`src/rtl/gpio_bank_pkg.sv`:
```
package gpio_bank_pkg;

    localparam int OFF_W = 6;

    localparam logic [OFF_W-1:0] OFF_PEND_MSK = 6'h00;
    localparam logic [OFF_W-1:0] OFF_PEND_RAW = 6'h04;
    localparam logic [OFF_W-1:0] OFF_MASK_SET = 6'h08;
    localparam logic [OFF_W-1:0] OFF_MASK_CLR = 6'h0C;
    localparam logic [OFF_W-1:0] OFF_DIR      = 6'h10;
    localparam logic [OFF_W-1:0] OFF_DOUT     = 6'h14;
    localparam logic [OFF_W-1:0] OFF_DIN      = 6'h18;
    localparam logic [OFF_W-1:0] OFF_TRIG     = 6'h20;

    // one-hot write strobes for one bank
    typedef struct packed {
        logic pend_clr;
        logic mask_set;
        logic mask_clr;
        logic dir;
        logic dout;
        logic trig;
    } bank_wr_t;

endpackage

```
`src/rtl/gpio_sync2.sv`:
```
module gpio_sync2 #(
    parameter int W = 32
) (
    input  logic         clk,
    input  logic         rst_n,
    input  logic [W-1:0] async_i,
    output logic [W-1:0] sync_o
);

    typedef struct packed {
        logic [W-1:0] meta;
        logic [W-1:0] stab;
    } sync_st_t;

    sync_st_t st_d, st_q;

    always_comb begin
        st_d      = st_q;
        st_d.meta = async_i;
        st_d.stab = st_q.meta;
    end

    always_ff @(posedge clk or negedge rst_n) begin
        if (!rst_n) st_q <= '0;
        else        st_q <= st_d;
    end

    assign sync_o = st_q.stab;

endmodule

```
`src/rtl/gpio_bank.sv`:
```
module gpio_bank
    import gpio_bank_pkg::*;
#(
    parameter int W = 8
) (
    input  logic             clk,
    input  logic             rst_n,
    input  bank_wr_t         wr_i,
    input  logic [W-1:0]     wdata_i,
    input  logic [W-1:0]     pin_sync_i,
    input  logic [OFF_W-1:0] rd_off_i,
    output logic [W-1:0]     rd_data_o,
    output logic [W-1:0]     dout_o,
    output logic [W-1:0]     oe_o,
    output logic             irq_o
);

    typedef struct packed {
        logic [W-1:0] dir;
        logic [W-1:0] dout;
        logic [W-1:0] mask;
        logic [W-1:0] raw;
        logic [W-1:0] trig;
        logic [W-1:0] prev;
    } bank_st_t;

    bank_st_t     st_d, st_q;
    logic [W-1:0] edge_ev, level_ev, set_vec, clr_vec, pend_msk;

    always_comb begin
        edge_ev  = pin_sync_i & ~st_q.prev & ~st_q.trig;
        level_ev = pin_sync_i & st_q.trig;
        set_vec  = edge_ev | level_ev;
        clr_vec  = wr_i.pend_clr ? wdata_i : '0;

        st_d      = st_q;
        st_d.prev = pin_sync_i;
        st_d.raw  = (st_q.raw & ~clr_vec) | set_vec;
        if (wr_i.dir)      st_d.dir  = wdata_i;
        if (wr_i.dout)     st_d.dout = wdata_i;
        if (wr_i.trig)     st_d.trig = wdata_i;
        if (wr_i.mask_set) st_d.mask = st_q.mask | wdata_i;
        if (wr_i.mask_clr) st_d.mask = st_q.mask & ~wdata_i;
    end

    always_ff @(posedge clk or negedge rst_n) begin
        if (!rst_n) begin
            st_q      <= '0;
            st_q.dir  <= '1;
            st_q.mask <= '1;
        end else begin
            st_q <= st_d;
        end
    end

    assign pend_msk = st_q.raw & ~st_q.mask;
    assign irq_o    = |pend_msk;
    assign dout_o   = st_q.dout;
    assign oe_o     = ~st_q.dir;

    always_comb begin
        case (rd_off_i)
            OFF_PEND_MSK: rd_data_o = pend_msk;
            OFF_PEND_RAW: rd_data_o = st_q.raw;
            OFF_MASK_SET: rd_data_o = st_q.mask;
            OFF_DIR:      rd_data_o = st_q.dir;
            OFF_DOUT:     rd_data_o = st_q.dout;
            OFF_DIN:      rd_data_o = pin_sync_i;
            OFF_TRIG:     rd_data_o = st_q.trig;
            default:      rd_data_o = '0;
        endcase
    end

    AST_MASK_SET_TAKES: assert property (@(posedge clk) disable iff (!rst_n)
        wr_i.mask_set |=> ((st_q.mask & $past(wdata_i)) == $past(wdata_i)));
    AST_MASK_CLR_TAKES: assert property (@(posedge clk) disable iff (!rst_n)
        wr_i.mask_clr |=> ((st_q.mask & $past(wdata_i)) == '0));
    AST_CLEAR_W1C: assert property (@(posedge clk) disable iff (!rst_n)
        wr_i.pend_clr |=> ((st_q.raw & $past(wdata_i & ~set_vec)) == '0));
    AST_EDGE_SETS: assert property (@(posedge clk) disable iff (!rst_n)
        (edge_ev != '0) |=> ((st_q.raw & $past(edge_ev)) == $past(edge_ev)));
    AST_LEVEL_SETS: assert property (@(posedge clk) disable iff (!rst_n)
        (level_ev != '0) |=> ((st_q.raw & $past(level_ev)) == $past(level_ev)));
    AST_NO_SPURIOUS_PEND: assert property (@(posedge clk) disable iff (!rst_n)
        1'b1 |=> ((st_q.raw & ~$past(st_q.raw) & ~$past(set_vec)) == '0));

endmodule

```
`src/rtl/gpio_bank_ctrl.sv`:
```
module gpio_bank_ctrl
    import gpio_bank_pkg::*;
#(
    parameter int  N_BANK = 4,
    parameter int  BANK_W = 8,
    parameter int  DATA_W = 32,
    localparam int SEL_W  = $clog2(N_BANK),
    localparam int ADDR_W = OFF_W + SEL_W,
    localparam int N_PINS = N_BANK * BANK_W
) (
    input  logic              clk,
    input  logic              rst_n,
    input  logic [ADDR_W-1:0] bus_addr,
    input  logic              bus_we,
    input  logic [DATA_W-1:0] bus_wdata,
    output logic [DATA_W-1:0] bus_rdata,
    input  logic [N_PINS-1:0] pin_in,
    output logic [N_PINS-1:0] pin_out,
    output logic [N_PINS-1:0] pin_oe,
    output logic              irq_o
);

    logic [N_PINS-1:0] pin_sync;
    logic [SEL_W-1:0]  sel;
    logic [OFF_W-1:0]  off;
    logic [BANK_W-1:0] bank_rd [N_BANK];
    logic [N_BANK-1:0] bank_irq;
    bank_wr_t          strobe;

    assign sel = bus_addr[ADDR_W-1:OFF_W];
    assign off = bus_addr[OFF_W-1:0];

    always_comb begin
        strobe          = '0;
        strobe.pend_clr = bus_we && (off == OFF_PEND_RAW);
        strobe.mask_set = bus_we && (off == OFF_MASK_SET);
        strobe.mask_clr = bus_we && (off == OFF_MASK_CLR);
        strobe.dir      = bus_we && (off == OFF_DIR);
        strobe.dout     = bus_we && (off == OFF_DOUT);
        strobe.trig     = bus_we && (off == OFF_TRIG);
    end

    gpio_sync2 #(.W(N_PINS)) u_sync (
        .clk     (clk),
        .rst_n   (rst_n),
        .async_i (pin_in),
        .sync_o  (pin_sync)
    );

    for (genvar b = 0; b < N_BANK; b++) begin : g_bank
        bank_wr_t wr_b;
        assign wr_b = (sel == SEL_W'(b)) ? strobe : '0;

        gpio_bank #(.W(BANK_W)) u_bank (
            .clk        (clk),
            .rst_n      (rst_n),
            .wr_i       (wr_b),
            .wdata_i    (bus_wdata[BANK_W-1:0]),
            .pin_sync_i (pin_sync[b*BANK_W +: BANK_W]),
            .rd_off_i   (off),
            .rd_data_o  (bank_rd[b]),
            .dout_o     (pin_out[b*BANK_W +: BANK_W]),
            .oe_o       (pin_oe[b*BANK_W +: BANK_W]),
            .irq_o      (bank_irq[b])
        );
    end

    always_comb begin
        bus_rdata               = '0;
        bus_rdata[BANK_W-1:0]   = bank_rd[sel];
    end

    assign irq_o = |bank_irq;

    AST_RESET_QUIET: assert property (@(posedge clk) disable iff (!rst_n)
        $rose(rst_n) |-> !irq_o);

endmodule

```
`config.mk`:
```
export PLATFORM = sky130hd
export DESIGN_NAME = gpio_bank_ctrl
export DESIGN_NICKNAME = d
export VERILOG_FILES = /design/src/rtl/gpio_bank_pkg.sv /design/src/rtl/gpio_sync2.sv /design/src/rtl/gpio_bank.sv /design/src/rtl/gpio_bank_ctrl.sv
export SDC_FILE = /design/constraint.sdc
export NUM_CORES = 1
export LEC_CHECK = 0
export BUFFER_PORTS_ARGS = -buffer_cell sky130_fd_sc_hd__buf_2
export CAP_MARGIN = 15
export CORE_MARGIN = 4
export CORE_UTILIZATION = 52
export DETAILED_ROUTE_END_ITERATION = 10
export PLACE_DENSITY = 0.77
export SETUP_SLACK_MARGIN = 0.4
export SLEW_MARGIN = 20
export SYNTH_ARGS = -nofsm -noshare
export SYNTH_HDL_FRONTEND = slang
export SYNTH_SLANG_ARGS = --single-unit
```
`constraint.sdc`:
```
create_clock -name clk -period 2.15 [get_ports clk]
set_input_delay 0.215 -clock clk [delete_from_list [all_inputs] [get_ports clk]]
set_output_delay 0.215 -clock clk [all_outputs]
set_load 0.005 [all_outputs]
```
### Word level (Yosys, flattened, before mapping)

Index checks and enable logic that the tools add are counted.

| storage, ports and cells | value |
|---|---|
| logic and storage cells | 131 |
| register bits after elaboration | 256 |
| bits of input ports | 75 |
| output and inout port bits | 97 |

| cells by class | value |
|---|---|
| reductions and logical operators | 13 |
| equality and inequality tests | 10 |
| $lt $le $gt $ge | 1 |
| muxes and demuxes | 23 |
| bitwise operators | 58 |

Operator list:

| kind | number |
|---|---|
| $pmux W8 S7 | 4 |
| $and A8 B8 Y8 | 24 |
| $not A8 Y8 | 21 |
| $mux W8 | 14 |
| $or A8 B8 Y8 | 12 |
| $reduce_or A32 Y1 | 1 |
| $mux W6 | 4 |
| $eq A6 B5 Y1 const B | 3 |
| $bmux W8 S2 | 1 |
| $eq A6 B4 Y1 const B | 2 |
| $reduce_bool A2 Y1 | 4 |
| $eq A6 B3 Y1 const B | 1 |
| $eq A6 B6 Y1 const B | 1 |
| $logic_and A1 B1 Y1 | 6 |
| $logic_not A6 Y1 | 1 |
| $eq A2 B2 Y1 const B | 2 |
| $ge A3 B3 Y1 const B | 1 |
| $not A2 Y3 | 1 |
| $eq A2 B1 Y1 const B | 1 |
| $logic_not A2 Y1 | 1 |

### Logic depth before layout (Yosys ltp)

Gate-level depths: netlist of run 1.

| depth | value |
|---|---|
| depth after elaboration | 7 |
| depth in mapped cells | 9 |
| mapped depth without buffers | 6 |

### Modules after synthesis

From an unflattened synthesis of run 1, not the netlist that was laid out.

| second synthesis, totals | value |
|---|---|
| cell total of the unflattened synthesis | 1,076 |
| area total of the unflattened synthesis | 11,960.2 um^2 |

Modules (own cells, without submodules):

| module | times used | cells each | seq. area each (um^2) | area each (um^2) |
|---|---|---|---|---|
| gpio_bank | 4 | 234 | 1,221.2 | 2,432.3 |
| gpio_sync2 | 1 | 64 | 1,601.5 | 1,601.5 |
| gpio_bank_ctrl | 1 | 76 | 0.0 | 629.4 |

### Worst setup path after synthesis of run 1

No wires, ideal clock.

| path | value |
|---|---|
| path type | in2out |
| from | input bus_addr[4] |
| to | output bus_rdata[2] |
| path buffers | 2 |
| required time | 1.935 ns |
| stages on the path | 8 |
| path slack | -0.031 ns |
| arrival time | 1.966 ns |
| path through | buf_4 -> or4_1 -> buf_2 -> or3_4 -> o21ai_2 -> nand2_1 -> and3_1 -> nor4_2 |

| on the way | value |
|---|---|
| word-level cells in the longest chain between the ends | 5 |
| elaborated cells on any way between the ends | 14 |
| those cells by class | eq/ne (6); mux (7); reduce/logical (1) |

Ends and longest elaborated chain:

| what | RTL line | RTL |
|---|---|---|
| from (decl) | gpio_bank_ctrl.sv:13 | `input logic [ADDR_W-1:0] bus_addr,` |
| $eq A6 B6 Y1, or another cell as far along | gpio_bank.sv:62 | `case (rd_off_i)` |
| $pmux W8 S7 | gpio_bank.sv:62 |  |
| $bmux W8 S2 * | gpio_bank_ctrl.sv:70 | `bus_rdata[BANK_W-1:0] = bank_rd[sel];` |
| $mux W8 (implied by the code) * (2 in series) | gpio_bank_ctrl.sv:70 |  |
| to (decl) | gpio_bank_ctrl.sv:16 | `output logic [DATA_W-1:0] bus_rdata,` |

Every way passes the cells marked *; elsewhere a longest branch is shown, timed or not. The select of a mux whose other input is x is not followed.

==> results.py, run 1 <==
metrics = {
    "power_and_ir_drop": {
        "worst_ir_drop_vdd_mv": 0.6792,
        "power_density_nw_per_um2": 738.1,
        "p_leak_nw": 7.141,
    },
    "layout": {
        "fin_util_pct": 67.95,
        "num-fill-cells": 1563,
        "syn2layout_area_growth_pct": 28.62,
        "most-common-layout-cells": "192 x dfrtp_1, 118 x buf_2, 111 x nand2_1, 96 x buf_4, 64 x dfstp_2",
        "final_common_cell": "dfrtp_1",
        "drive_gt1_share_pct": 39.33,
        "antennaDiodeCount": 0,
        "nNetsFinal": 1311,
        "stdcell_count": 1536,
    },
    "yosys": {
        "yosys_register_bits": 256,
        "synth-seq-area-share_pct": 56.26,
        "ys_types": 63,
        "synth_edf_count": 0,
        "syn_area_per_cell_um2": 11.33,
        "async_flop_share_pct": 100.0,
        "yosys_most_used_dff": "dfrtp_1",
        "synth_cells": 1018,
        "synth_area_um2": 11530,
        "yosys-top-cells-area": "dfrtp_1 42%, dfstp_2 15%, mux2_1 5.9%, buf_4 4.0%, mux2i_1 3.6%",
        "synth_area_leader_cell": "dfrtp_1",
        "yosys_warnings": 0,
        "synth_top_area_share_pct": 41.67,
    },
    "worst_setup_path": {
        "arrival_ns": 2.35,
        "cp-end-kind": "output pin",
        "path_cells": "nand2b_4, o21ai_2, a221o_1, nor4_2, nand4b_1, buf_2",
        "slowest_stage": "dfstp_2",
        "cpPeakStageDelay_ns": 0.54,
        "crit_required_ns": 1.93,
        "worst_setup_path_start_kind": "flip-flop",
        "cp_max_fo": 2,
        "critical_path_class": "flip-flop to output pin",
    },
    "timing": {
        "setup_viol": 9,
        "achievable-frequency_mhz": 390.4,
        "relSlewSlack_pct": 59.98,
        "clock_skew_ns": 0.008508,
        "rsz0062_at_grt": "true",
        "setup_ws_ns": -0.4117,
        "setup_tns_ns": -2.369,
        "min_period_ns": 2.562,
        "worst_pin_slew_ns": 0.6003,
        "hold_slack_ns": 0.05032,
        "timing.final.crit_share_pct": 119.1,
        "drv_slew": 0,
        "finalHoldViolCount": 0,
    },
    "die": {
        "rows": 54,
        "core-area_um2": 21820,
        "die_w_um": 156.9,
        "die-area_um2": 24620,
        "start_util_pct": 52.83,
        "die_y_um": 156.9,
        "io_pins": 172,
    },
    "placement": {
        "port_buffers": 123,
        "dp_hpwl_um": 23960,
        "dp_cells": 1434,
        "place.gp.congestion": 1.008,
    },
    "global_route": {
        "grt_max_degree": 69,
        "grtUsageTotal_pct": 28.55,
        "grt_overflow": 0,
        "grt_first_pass_wirelength_um": 54320,
        "antenna_found_initial": 0,
        "grt_pass1_vias": 9367,
    },
    "routing": {
        "routedWlPerCell_um": 22.99,
        "routed_via_density": 5.898,
        "routed_wl_um": 35320,
        "drt_first_pass_iters": 5,
        "drc_errors": 0,
        "num_vias": 9059,
        "antenna_left": 0,
        "detail_route.iter0.violations": 1006,
    },
    "clock_network": {
        "clk_pin_slew_worst_paths_ns": 0.07,
        "tritoncts": "yes",
        "clock_sinks": 256,
        "clock_path_buffers": 3,
        "htreeDepth": 1,
        "cts-root-buf": "clkbuf_16",
        "clk_latency_ns": 0.55,
        "cts_buffers": 26,
    },
    "min_path": {
        "worstHoldPathType": "primary input to flip-flop",
    },
    "run_status": {
        "status": "finished, violations left",
        "violations": "setup timing",
    },
    "flow_run": {
        "drv_cap": 0,
    },
}
per-stage QoR:
stage / setup WS, ns / power [W] / cell area [µm²]
final: -0.4117 / 0.01095 / 14830
after global routing: -0.4238 / 0.01130 / 14830
after CTS: -0.3560 / 0.01096 / 14650
after detailed placement: -0.3224 / 0.006293 / 13020
after global placement: -0.3555 / 0.006268 / 13020
after floorplan: 0.08676 / 0.005834 / 11880
power breakdown:
group	switching, W	leakage, nW	internal, W
sequential	0.000165	2.95	0.00510
clock	0.00193	0.429	0.00265
combinational	0.000622	3.76	0.000479
routing by layer:
layer / up-vias / part of all wire [%] / GRT usage (%)
met2: 491 / 47 / 45.44
met4: 0 / 5.1 / 11.82
li1: 3922 / - / -
met3: 131 / 8.3 / 4.619
met5: - / 0 / 0
met1: 4515 / 40 / 39.41
logic make-up after synthesis:
logic type             Yosys count  synth area share, %
multiplexers                   132                12.44
other                            1              0.03252
AO/OA/AOI/OAI                  214                12.70
flip-flops                     256                56.26
AND/OR/NAND/NOR                241                10.71
buffers and inverters          174                7.868
worst max-delay path: cells and delay by family, from the launching register on:
| kind | cells | cell delay, ns |
|---|---|---|
| AOI/OAI and AO/OA | 2 | 0.36 |
| buffers and inverters | 1 | 0.20 |
| DFF | 1 | 0.54 |
| and+or+nand+nor | 3 | 0.71 |
area by class of cell:
type                    instances  area, µm²  share of cell area [%]
flip-flops and latches        256       6486                   43.74
multi-input cells             611       4705                   31.72
repair buffers                281       2193                   14.79
clock buffers                  36      738.2                   4.978
well taps                     280      350.3                   2.362
inverters                      60      225.2                   1.519
clock inverters                12      131.4                  0.8859
synth_stat cells, drive strengths merged (2+ instances only):
cell	number
dfrtp	192
nand2	112
mux2	90
buf	78
dfstp	64
inv	60
o21ai	57
mux2i	42
nand2b	41
a21oi	37
a22o	36
clkbuf	36
nor2	34
a22oi	18
o22ai	14
a211oi	11
a221oi	11
nand3	11
nor2b	9
nor3b	7
nor4	7
a2111oi	6
a221o	5
and3	4
nor3	4
nand3b	3
o32ai	3
a32oi	2
o2111ai	2
o31ai	2
or3	2
or4	2
path summary, 6_finish.rpt:
path,from,end,slack (ns),depth (start not counted)
max,flip-flop,irq_o,-0.41,6
min in group asynchronous,rst_n,g_bank[0].u_bank.dout_o[0],0.23,2
max in group asynchronous,rst_n,g_bank[1].u_bank.st_q[41],1.09,3
min reg2reg,u_sync.st_d[3],u_sync.sync_o[3],0.34,0
max reg2reg,g_bank[0].u_bank.st_q[14],g_bank[0].u_bank.st_q[22],1.19,2
min,bus_addr[2],flip-flop,0.05,3
timing repair:
action	in CTS	in global routing
buffers inserted	12	6
hold buffers	33	0
pin swaps	20	18
hold endpoints to repair	72	0
gates resized for setup	69	41
cloned	3	0
endpoints found under the setup margin	16	43
No activity file was read; power rests on OpenSTA's default activity.
==> inputs of run 2 (changes only) <==
--- a/config.mk
+++ b/config.mk
@@ -7,12 +7,12 @@
 export LEC_CHECK = 0
 export BUFFER_PORTS_ARGS = -buffer_cell sky130_fd_sc_hd__buf_2
 export CAP_MARGIN = 15
-export CORE_MARGIN = 4
-export CORE_UTILIZATION = 52
+export CORE_MARGIN = 5
+export CORE_UTILIZATION = 40
 export DETAILED_ROUTE_END_ITERATION = 10
-export PLACE_DENSITY = 0.77
 export SETUP_SLACK_MARGIN = 0.4
 export SLEW_MARGIN = 20
 export SYNTH_ARGS = -nofsm -noshare
 export SYNTH_HDL_FRONTEND = slang
+export SYNTH_HIERARCHICAL = 1
 export SYNTH_SLANG_ARGS = --single-unit
==> run 2 against run 1 <==
  * Highest routed layer is now met5
  * Flip-flop and latch count unchanged
  * Cell count up 9.2%
  * Clock-buffer cell count up 10
  * Synthesized cell count up 5.7%
  * Sequential power about the same
  * The flow still finishes with violations (setup timing)
  * Core utilization down 18 points
  * Combinational power about the same
  * Non-clock buffer count down 30
  * Largest cell class unchanged
  * Critical path depth unchanged
  * Wire length down 6.2%
  * Setup slack worse by 0.046 ns
  * Register-to-register slack about the same
==> results.py, run 2 <==
metrics = {
    "yosys": {
        "async_flop_share_pct": 100.0,
        "synth_cells": 1076,
        "synth-seq-area-share_pct": 54.23,
        "synth_area_leader_cell": "dfrtp_1",
        "synth_edf_count": 0,
        "yosys_register_bits": 256,
        "yosys_most_used_dff": "dfrtp_1",
        "yosys-top-cells-area": "dfrtp_1 40%, dfstp_2 14%, mux2_2 6.4%, mux2i_1 4.4%, buf_4 3.5%",
        "synth_most_common_cell": "dfrtp_1",
        "synth_top_area_share_pct": 40.17,
        "synth_area_um2": 11960,
        "syn_area_per_cell_um2": 11.12,
        "synth_commonest_cells": "192 x dfrtp_1, 89 x nand2_1, 76 x a21oi_1",
        "yosys_warnings": 6,
        "ys_types": 40,
    },
    "clock_network": {
        "htreeDepth": 1,
        "clock_path_buffers": 3,
        "clk_pin_slew_worst_paths_ns": 0.06,
        "clk_latency_ns": 0.54,
        "tritoncts": "yes",
        "clock_sinks": 256,
        "cts_buffers": 28,
        "cts-root-buf": "clkbuf_16",
    },
    "layout": {
        "final_common_cell": "dfrtp_1",
        "antennaDiodeCount": 0,
        "most-common-layout-cells": "192 x dfrtp_1, 118 x buf_2, 89 x nand2_1, 82 x buf_4, 76 x a21oi_1",
        "final_area_um2": 14660,
        "stdcell_count": 1678,
        "drive_gt1_share_pct": 32.92,
        "nNetsFinal": 1341,
        "syn2layout_area_growth_pct": 22.57,
    },
    "die": {
        "die_y_um": 182.9,
        "die_w_um": 182.9,
        "start_util_pct": 40.46,
        "rows": 63,
        "io_pins": 172,
        "die-area_um2": 33460,
        "core-area_um2": 29560,
    },
    "min_path": {
        "worstHoldPathType": "primary input to flip-flop",
        "hp-start": "bus_wdata[2]",
        "holdPathEnd": "g_bank[3].u_bank/st_q[42]",
        "whs_path_depth": 3,
    },
    "routing": {
        "drt_first_pass_iters": 4,
        "detail_route.iter0.violations": 683,
        "routed_wl_um": 33110,
        "routed_via_density": 5.187,
        "routedWlPerCell_um": 19.73,
        "num_vias": 8703,
        "drc_errors": 0,
        "antenna_left": 0,
    },
    "timing": {
        "hold_slack_ns": 0.1565,
        "relSlewSlack_pct": 54.04,
        "min_period_ns": 2.607,
        "setup_ws_ns": -0.4573,
        "clock_skew_ns": 0.01436,
        "worst_pin_slew_ns": 0.6880,
        "setup_viol": 9,
        "timing.final.crit_share_pct": 121.3,
        "drv_slew": 0,
        "rsz0062_at_grt": "true",
        "finalHoldViolCount": 0,
        "achievable-frequency_mhz": 383.5,
        "setup_tns_ns": -3.585,
    },
    "worst_setup_path": {
        "cp_max_fo": 3,
        "worst_setup_path_start_kind": "flip-flop",
        "rr_worst_depth": 4,
        "cp-end-kind": "output pin",
        "crit_required_ns": 1.93,
        "arrival_ns": 2.39,
        "critical_path_class": "flip-flop to output pin",
        "rrSetupSlack_ns": 1.18,
    },
    "placement": {
        "dp_hpwl_um": 23260,
        "dp_cells": 1583,
        "port_buffers": 123,
        "place.gp.congestion": 0.8674,
        "place_area_um2": 13260,
    },
    "global_route": {
        "grt_max_degree": 58,
        "grt_pass1_vias": 8913,
        "antenna_found_initial": 2,
        "grtUsageTotal_pct": 19.75,
        "grt_overflow": 0,
        "grt_first_pass_wirelength_um": 52380,
    },
    "flow_run": {
        "drv_cap": 0,
    },
    "run_status": {
        "status": "finished, violations left",
        "violations": "setup timing",
    },
    "power_and_ir_drop": {
        "p_leak_nw": 6.875,
        "power_density_nw_per_um2": 754.8,
        "worst_ir_drop_vdd_mv": 0.8052,
    },
}
## run 2: cell types whose count changed after synthesis, sizes merged, moves of 8 or more
cell    previous run  this run
mux4               0         8
and2b              0        16
a211oi            11         0
mux2              90        68
a221o              5        24
nand3b             3        15
nand2b            41        66
o22ai             14         4
a22oi             18         8
nor3               4        28
nand2            112        89
mux2i             42        52
a21oi             37        76
## run 2: per-stage QoR
stage               worst slack (ns)  power (W)  utilization [%]
floorplan                     0.3426   0.005831                -
finish                       -0.4573    0.01107            49.59
global route                 -0.5478    0.01154            49.59
detailed placement           -0.3047   0.006365            44.85
global placement             -0.3237   0.006353            44.85
CTS                          -0.4559    0.01118            49.43
## run 2: how the worst max path moves through the flow
stage	startpoint	endpoint	slack (ns)	cells past startpoint
3_5_place_dp	bus_addr[2]	bus_rdata[1]	-0.30	7
4_1_cts	flip-flop	bus_rdata[0]	-0.46	6
2_1_floorplan	bus_addr[3]	g_bank[1].u_bank/st_q[45]	0.34	6
5_1_grt	flip-flop	bus_rdata[1]	-0.55	6
6_report	flip-flop	bus_rdata[0]	-0.46	6
3_3_place_gp	bus_addr[2]	bus_rdata[5]	-0.32	7
## run 2: kinds of logic after synthesis
family,after synthesis,share of synthesized area [%]
flip-flops,256,54.23
multiplexers,128,12.26
buffers and inverters,174,7.741
AO/OA/AOI/OAI,224,12.05
AND/OR/NAND/NOR,293,13.68
other,1,0.03135
## run 2: worst max-delay path, cell delays in order, from the launching register on
cell and delay (ns):
dfstp_2 0.54, nand2b_1 0.07, mux2i_1 0.16, nor2_1 0.06, a221o_1 0.37, mux4_2 0.51, buf_2 0.15
## run 2: final cells by class
type / instances / area (µm²)
Multi-Input combinational cell: 669 / 4691
Fill cell: 2728 / 14900
Sequential cell: 256 / 6486
Timing Repair Buffer: 251 / 1848
Clock buffer: 46 / 859.6
Tap cell: 390 / 488.0
Clock inverter: 6 / 61.31
Inverter: 60 / 225.2
## run 2: power by group
| group | total, W | internal [W] | switching, W |
|---|---|---|---|
| sequential | 0.00527 | 0.00511 | 0.000158 |
| combinational | 0.00108 | 0.000489 | 0.000591 |
| clock | 0.00472 | 0.00284 | 0.00188 |
## run 2: timing repair
action                     in CTS  in global routing
hold endpoints to repair       80                  0
setup endpoints to repair      11                  9
buffers inserted                6                  4
pin swaps                       4                  4
hold buffers                   33                  0
resized for setup              11                  6
## run 2: layer usage
layer	vias up	global-route usage, %	routed length (µm)
met1	4365	28.97	15190
met2	241	31.29	15350
met3	49	2.916	1890
met4	4	4.619	661
li1	4044	-	-
met5	-	0	14
==> inputs of run 3 (changes only) <==
--- a/config.mk
+++ b/config.mk
@@ -10,6 +10,7 @@
 export CORE_MARGIN = 5
 export CORE_UTILIZATION = 40
 export DETAILED_ROUTE_END_ITERATION = 10
+export PLACE_DENSITY = 0.61
 export SETUP_SLACK_MARGIN = 0.4
 export SLEW_MARGIN = 20
 export SYNTH_ARGS = -nofsm -noshare
==> run 3 against run 2 <==
  * The run still ends with setup timing left
  * Global-route usage decreased by 0.19 points
  * Register-to-register slack got worse by 0.04 ns
  * Die area unchanged
  * Combinational power barely moved
  * Clock power is essentially flat
  * Hold slack improved by 0.015 ns
  * Critical endpoint unchanged
  * Critical path type unchanged
  * Critical path depth did not move
==> results.py, run 3 (synthesized netlist as in run 2, its figures left out) <==
metrics = {
    "die": {
        "core-area_um2": 29560,
        "die-area_um2": 33460,
        "start_util_pct": 40.46,
        "io_pins": 172,
        "rows": 63,
        "die_w_um": 182.9,
        "die_y_um": 182.9,
    },
    "global_route": {
        "grt_first_pass_wirelength_um": 51890,
        "antenna_found_initial": 4,
        "grt_pass1_vias": 8951,
        "grtUsageTotal_pct": 19.57,
        "grt_overflow": 0,
        "grt_max_degree": 78,
    },
    "run_status": {
        "status": "finished, violations left",
        "violations": "setup timing",
    },
    "timing": {
        "min_period_ns": 2.620,
        "timing.final.crit_share_pct": 121.9,
        "worst_pin_slew_ns": 0.6613,
        "rsz0062_at_grt": "true",
        "setup_ws_ns": -0.4701,
        "finalHoldViolCount": 0,
        "setup_viol": 9,
        "setup_tns_ns": -3.666,
        "drv_slew": 0,
        "achievable-frequency_mhz": 381.7,
        "clock_skew_ns": 0.01665,
        "relSlewSlack_pct": 55.91,
    },
    "layout": {
        "final_common_cell": "dfrtp_1",
        "final_area_um2": 14880,
        "drive_gt1_share_pct": 35.00,
        "syn2layout_area_growth_pct": 24.40,
        "stdcell_count": 1692,
        "num-fill-cells": 2659,
        "nNetsFinal": 1355,
        "most-common-layout-cells": "192 x dfrtp_1, 120 x buf_2, 89 x nand2_1, 85 x buf_4, 73 x a21oi_1",
    },
    "worst_setup_path": {
        "cpPeakStageDelay_ns": 0.54,
        "slowest_stage": "dfstp_2",
        "rrSetupSlack_ns": 1.14,
        "arrival_ns": 2.41,
        "cp-end-kind": "output pin",
        "critical_path_class": "flip-flop to output pin",
        "rr_worst_depth": 4,
        "endpoint": "bus_rdata[0]",
        "crit_required_ns": 1.93,
        "path_cells": "nand2b_1, mux2i_1, nor2_1, a221o_1, mux4_2, buf_2",
        "worst_setup_path_start_kind": "flip-flop",
        "cp_max_fo": 3,
    },
    "power_and_ir_drop": {
        "power_density_nw_per_um2": 745.4,
        "worst_ir_drop_vdd_mv": 0.6683,
        "p_leak_nw": 7.004,
        "power_w": 0.01109,
    },
    "clock_network": {
        "cts-root-buf": "clkbuf_16",
        "tritoncts": "yes",
        "htreeDepth": 1,
        "clock_path_buffers": 3,
        "clk_latency_ns": 0.53,
        "clk_pin_slew_worst_paths_ns": 0.06,
        "clock_sinks": 256,
        "cts_buffers": 27,
    },
    "placement": {
        "port_buffers": 123,
        "dp_hpwl_um": 22890,
        "place.gp.congestion": 0.8386,
        "dp_cells": 1597,
        "place_area_um2": 13350,
    },
    "flow_run": {
        "drv_cap": 0,
    },
    "min_path": {
        "worstHoldPathType": "primary input to flip-flop",
    },
    "routing": {
        "drc_errors": 0,
        "detail_route.iter0.violations": 520,
        "routed_wl_um": 33030,
        "num_vias": 8799,
        "antenna_left": 0,
        "drt_first_pass_iters": 5,
        "routedWlPerCell_um": 19.52,
        "routed_via_density": 5.200,
    },
}
[run 3: cell type report]
type / instances / area, µm² / area share (%)
sequential: 256 / 6486 / 43.60
multi-input combinational: 669 / 4782 / 32.14
timing repair buffer: 266 / 1984 / 13.34
clock buffer: 39 / 770.7 / 5.180
tap: 390 / 488.0 / 3.280
inverter: 60 / 225.2 / 1.514
clock inverter: 10 / 136.4 / 0.9167
antenna: 2 / 5.005 / 0.03364
[run 3: per-stage QoR]
stage / setup slack (ns) / util, % / hold WS (ns)
after floorplan: 0.3426 / - / -0.08059
after global routing: -0.5481 / 50.33 / 0.1706
final: -0.4701 / 50.33 / 0.1713
after detailed placement: -0.3507 / 45.15 / 0.2515
after global placement: -0.3663 / 45.15 / 0.2420
after CTS: -0.4989 / 49.78 / 0.1464
[run 3: critical path: cells and delay by family, from the launching register on]
family	cells	cell delay, ns
buffers and inverters	1	0.15
AO/OA/AOI/OAI	1	0.33
flip-flops	1	0.54
AND/OR/NAND/NOR	2	0.14
multiplexers	2	0.71
[run 3: how the worst min path moves through the flow]
stage / end / cells after the start / startpoint / slack (ns)
2_1_floorplan: g_bank[0].u_bank/dout_o[0] / 0 / rst_n / -0.08
3_3_place_gp: u_sync/st_d[22] / 1 / rst_n / 0.24
3_5_place_dp: g_bank[2].u_bank/dout_o[5] / 1 / rst_n / 0.25
4_1_cts: g_bank[1].u_bank/st_q[42] / 3 / bus_wdata[2] / 0.15
5_1_grt: g_bank[1].u_bank/st_q[42] / 3 / bus_wdata[2] / 0.17
6_report: g_bank[3].u_bank/st_q[46] / 3 / bus_wdata[6] / 0.17
[run 3: layer usage]
| layer | wire (µm) | global-route usage [%] | share of wire [%] | vias to the layer above |
|---|---|---|---|---|
| met4 | 1101 | 6.228 | 3.3 | 4 |
| met5 | 25 | 0 | 0.076 | - |
| met1 | 15210 | 28.42 | 46 | 4361 |
| li1 | - | - | - | 4083 |
| met3 | 2077 | 3.570 | 6.3 | 70 |
| met2 | 14620 | 29.99 | 44 | 281 |
[run 3: repair_timing]
item | 4_1_cts | 5_1_grt
pin swaps | 7 | 11
hold buffers | 33 | 0
setup buffers | 7 | 2
hold endpoints to repair | 78 | 0
gates cloned | 0 | 2
endpoints found under the setup margin | 9 | 59
resized for setup | 23 | 33
[run 3: power breakdown]
part | switching (W) | internal [W]
Sequential | 0.000150 | 0.00511
Combinational | 0.000606 | 0.000498
Clock | 0.00188 | 0.00285
